### src/rtl/xcvr_pkg.sv
package xcvr_pkg;

   // Number of transfer directions (A->B and B->A)
   localparam int unsigned LANES = 2;

   typedef enum int unsigned {
      LANE_AB = 0,
      LANE_BA = 1
   } lane_id_e;

   // Active-low controls of one direction
   typedef struct packed {
      logic ce_n;   // chip enable
      logic le_n;   // capture enable
      logic oe_n;   // drive enable
   } lane_ctl_t;

endpackage

### src/rtl/xcvr_store.sv
module xcvr_store #(
   parameter int unsigned WIDTH     = 8,
   parameter bit          ASYNC_RST = 1'b1
) (
   input  logic             clk,
   input  logic             rst_n,
   input  logic             load,
   input  logic [WIDTH-1:0] d,
   output logic [WIDTH-1:0] q
);

   generate
      if (ASYNC_RST) begin : g_arst
         always_ff @(posedge clk or negedge rst_n) begin
            if (!rst_n)    q <= '0;
            else if (load) q <= d;
         end
      end else begin : g_srst
         always_ff @(posedge clk) begin
            if (!rst_n)    q <= '0;
            else if (load) q <= d;
         end
      end
   endgenerate

endmodule

### src/rtl/xcvr_lane.sv
module xcvr_lane
   import xcvr_pkg::*;
#(
   parameter int unsigned WIDTH     = 8,
   parameter bit          ASYNC_RST = 1'b1
) (
   input  logic             clk,
   input  logic             rst_n,
   input  logic [WIDTH-1:0] din,
   input  lane_ctl_t        ctl,
   output logic [WIDTH-1:0] dout,
   output logic             drv
);

   logic             open_w;
   logic [WIDTH-1:0] held_w;
   logic [WIDTH-1:0] view_w;

   assign open_w = !ctl.ce_n && !ctl.le_n;

   xcvr_store #(
      .WIDTH     (WIDTH),
      .ASYNC_RST (ASYNC_RST)
   ) u_store (
      .clk   (clk),
      .rst_n (rst_n),
      .load  (open_w),
      .d     (din),
      .q     (held_w)
   );

   // Transparent bypass while open, stored word otherwise
   assign view_w = open_w ? din : held_w;
   assign drv    = !ctl.ce_n && !ctl.oe_n;
   assign dout   = drv ? view_w : '0;

endmodule

### src/rtl/latched_xcvr.sv
module latched_xcvr
   import xcvr_pkg::*;
#(
   parameter int unsigned WIDTH     = 8,
   parameter bit          ASYNC_RST = 1'b1
) (
   input  logic             clk,
   input  logic             rst_n,
   input  logic [WIDTH-1:0] a_in,
   input  logic [WIDTH-1:0] b_in,
   input  logic             ab_ce_n,
   input  logic             ab_le_n,
   input  logic             ab_oe_n,
   input  logic             ba_ce_n,
   input  logic             ba_le_n,
   input  logic             ba_oe_n,
   output logic [WIDTH-1:0] b_out,
   output logic             b_drv,
   output logic [WIDTH-1:0] a_out,
   output logic             a_drv
);

   generate
      if (WIDTH < 1) begin : g_bad_width
         $error("latched_xcvr: WIDTH must be at least 1");
      end
   endgenerate

   logic [WIDTH-1:0] src_w  [LANES];
   logic [WIDTH-1:0] dst_w  [LANES];
   logic             drv_w  [LANES];
   lane_ctl_t        ctl_w  [LANES];

   assign src_w[LANE_AB] = a_in;
   assign src_w[LANE_BA] = b_in;
   assign ctl_w[LANE_AB] = '{ce_n: ab_ce_n, le_n: ab_le_n, oe_n: ab_oe_n};
   assign ctl_w[LANE_BA] = '{ce_n: ba_ce_n, le_n: ba_le_n, oe_n: ba_oe_n};

   generate
      for (genvar gi = 0; gi < LANES; gi++) begin : g_lane
         xcvr_lane #(
            .WIDTH     (WIDTH),
            .ASYNC_RST (ASYNC_RST)
         ) u_lane (
            .clk   (clk),
            .rst_n (rst_n),
            .din   (src_w[gi]),
            .ctl   (ctl_w[gi]),
            .dout  (dst_w[gi]),
            .drv   (drv_w[gi])
         );
      end
   endgenerate

   assign b_out = dst_w[LANE_AB];
   assign b_drv = drv_w[LANE_AB];
   assign a_out = dst_w[LANE_BA];
   assign a_drv = drv_w[LANE_BA];

endmodule

### config.mk
export PLATFORM = sky130hd
export DESIGN_NAME = latched_xcvr
export DESIGN_NICKNAME = d
export VERILOG_FILES = /design/src/rtl/xcvr_pkg.sv /design/src/rtl/xcvr_store.sv /design/src/rtl/xcvr_lane.sv /design/src/rtl/latched_xcvr.sv
export SDC_FILE = /design/constraint.sdc
export NUM_CORES = 1
export LEC_CHECK = 0
export ABC_CLOCK_PERIOD_IN_PS = 1000
export BUFFER_PORTS_ARGS = -buffer_cell sky130_fd_sc_hd__buf_4
export CORE_MARGIN = 10
export CORE_UTILIZATION = 35
export CTS_CLUSTER_SIZE = 10
export DETAILED_ROUTE_END_ITERATION = 16
export GPL_TIMING_DRIVEN = 0
export PLACE_DENSITY = 0.61
export SYNTH_ARGS = -nofsm -noshare
export SYNTH_HDL_FRONTEND = slang
export SYNTH_SLANG_ARGS = --single-unit
### constraint.sdc
create_clock -name clk -period 1 [get_ports clk]
set_input_delay 0.2 -clock clk [delete_from_list [all_inputs] [get_ports clk]]
set_output_delay 0.2 -clock clk [all_outputs]
set_load 0.03 [all_outputs]
==> results by group <==
Timing
  – RSZ-0062 raised after global routing: yes
  – Final setup margin: -0.2545 ns
  – Max Slew Vio Count: 0
  – Final setup violation count: 18
  – Hold slack: 0.1557 ns
  – Min Clock Period, post-route: 1.254 ns
  – Clk_skew: 0 ns
  – Worst-margin pin slew: 0.2257 ns
  – Max Clock Freq: 797.2 MHz
  – Fin crit share: 1.254
  – Final Hold Fails: 0
  – Relative slew slack: 0.8496

Drt
  – Vias/cell: 4.709
  – Remaining DRCs: 0
  – Starting DRT DRC Count: 28
  – DRT Pass-1 Iters: 2
  – Max Used Layer: met3
  – Met3 wire len: 273 um
  – WL final: 2.515 mm
  – DR vias: 744
  – Wire length per cell: 15.92 um
  – Met2 WL: 1.191 mm
  – M1 WL: 1.049 mm
  – Post-route ant nets: 0

Synth
  – Post-Syn Area: 965.9 um2
  – Post-synth cell types: 8
  – Share of the synthesized area in the top cell type: 0.4145
  – Synth async-reset ratio: 1.000
  – Main synth FF type: dfrtp_1
  – #FFs+latches synth: 16
  – Synth Warn #: 0
  – Syn_nets: 98
  – Post-synth EDFFs: 0
  – Avg Inst Size Synth: 13.05 um2
  – Synth area leader: dfrtp_1
  – Mapped Cells: 74
  – Post-synthesis sequential area ratio: 0.4145
  – Synth top cells by count: 16 x dfrtp_1, 16 x mux2_4, 16 x mux2i_1, 16 x nor2_1, 4 x buf_6
  – Dominant cells by area after synthesis: dfrtp_1 41%, mux2_4 25%, mux2i_1 17%

Floorplan
  – Row cnt: 18
  – Die height: 72.54 um
  – Die area: 5261 um2
  – Starting Density: 0.3795
  – Placeable Area: 2545 um2
  – I/O pin count: 42
  – Die Wd: 72.54 um

Placement
  – Port bufs: 39
  – Cell area after placement: 1336 um2
  – Final Wtd Congestion: 0.6640
  – Place WS: -0.1872 ns
  – DP HPWL: 1.820 mm

Critical path
  – Critical Path AT: 1.05 ns
  – Startpoint Class: flop
  – CP endpoint kind: output port
  – Crit Path Category: flop to output port
  – Worst EP required: 0.80 ns
  – Crit-path max FO: 2

Cells and area
  – Fraction of layout cells with a size suffix above 1: 0.7500
  – Final Cell Area: 1564 um2
  – Ant diodes: 0
  – Area Overhead vs Synth: 61.92%
  – Max FFs per register: 16
  – Final nets: 153
  – Biggest regs: g_lane.u_lane.u_store.q: 16 flops
  – Top reg by flops: g_lane.u_lane.u_store.q

Hold path
  – Hold WC Path Type: primary input to flop

GRT
  – Initial antenna violation count: 0
  – Vias in the first global route: 822
  – Remaining global-route overflow: 0
  – Largest net degree at the start of global routing: 17
  – Aggregate global-route resource usage: 0.09422
  – Global-route wire length before repair: 4.015 mm

Pwr
  – Total power: 1912 uW
  – Power Density: 1223 nW/um2
  – Max VDD drop: 0.8194 mV
  – Static Leak: 0.0007864 uW

Clock network
  – H-tree Lvls: 1
  – CTS tree: done
  – CTS Root Cell: clkbuf_4
  – Reg clk slew, reported paths: 0.09 ns
  – Max Root-Sink Buffers: 2
  – Sink Count: 16
  – Skew-Pair Late Insertion Delay: 0.28 ns
  – Num CTS Buffers: 3

Status
  – Failing checks: setup timing
  – Status: complete, but fails checks

Job
  – Max-cap viol count: 0
## per-stage QoR
stage,TNS (ns),util,cells
after global placement,-2.921,0.5251,143
after detailed placement,-3.129,0.5251,143
final,-3.681,0.6146,158
after global routing,-4.911,0.6146,158
after CTS,-4.001,0.5998,154
after floorplan,-0.8921,-,74
## worst max-delay path: stages (launching register included)
cell     delay, ns
dfrtp_1       0.40
mux2i_2       0.19
nor2_2        0.06
buf_6         0.14
## per-layer routing
| metal | vias to the layer above | GRT usage |
|---|---|---|
| li1 | 357 | - |
| met1 | 354 | 0.1076 |
| met2 | 33 | 0.1513 |
| met3 | 0 | 0.04762 |
| met4 | 0 | 0.02532 |
| met5 | - | 0 |
## worst paths after layout
check	start	to	slack, ns	cells past startpoint
min in group asynchronous	rst_n	g_lane[0].u_lane.u_store.q[7]$_DFF_PN0_	0.33	2
worst max-delay path	g_lane[1].u_lane.u_store.q[0]$_DFF_PN0_	a_out[0]	-0.25	3
max in group asynchronous	rst_n	g_lane[1].u_lane.u_store.q[5]$_DFF_PN0_	0.49	2
worst min-delay path	a_in[2]	g_lane[0].u_lane.u_store.q[2]$_DFF_PN0_	0.16	2
worst min register to register	g_lane[0].u_lane.u_store.q[4]$_DFF_PN0_	g_lane[0].u_lane.u_store.q[4]$_DFF_PN0_	0.52	1
worst max register to register	g_lane[1].u_lane.u_store.q[1]$_DFF_PN0_	g_lane[1].u_lane.u_store.q[1]$_DFF_PN0_	0.11	2
## repair_timing
action / in CTS / in global routing
hold buffers: 1 / 0
endpoints found under the hold margin: 16 / 0
pin swaps: 2 / 2
setup buffers: 4 / 4
resized for setup: 31 / 2
endpoints found under the setup margin: 18 / 18
gates cloned: 2 / 0
## kinds of logic (layout without fill, tap and decap cells)
family	after synthesis	after routing	share of synthesized area
flip-flops	16	16	0.4145
buffers and inverters	6	60	0.05440
AND/OR/NAND/NOR	20	20	0.1166
multiplexers	32	32	0.4145
## report_power, final
group | leakage [uW] | switching (uW) | internal, uW
registers | 0.000188 | 53.7 | 742
logic | 0.000578 | 295 | 409
clock network | 0.0000210 | 191 | 221
total | 0.000786 | 540 | 1370
## layout make-up
| type | count | area (um2) |
|---|---|---|
| fill | 214 | 980.9 |
| multi-input combinational | 52 | 561.8 |
| timing repair buffer | 50 | 475.5 |
| sequential | 16 | 400.4 |
| buffer | 4 | 45.04 |
| tap | 30 | 37.54 |
| clock buffer | 4 | 36.28 |
| inverter | 2 | 7.507 |
## cell usage in the layout (no fill, tap or decap), drive strengths merged
cell type / n
nor2: 18
or2: 2
clkbuf: 4
mux2: 16
dlygate4sd3: 1
mux2i: 16
dfrtp: 16
inv: 2
buf: 53
(Power assumes the default switching activity.)
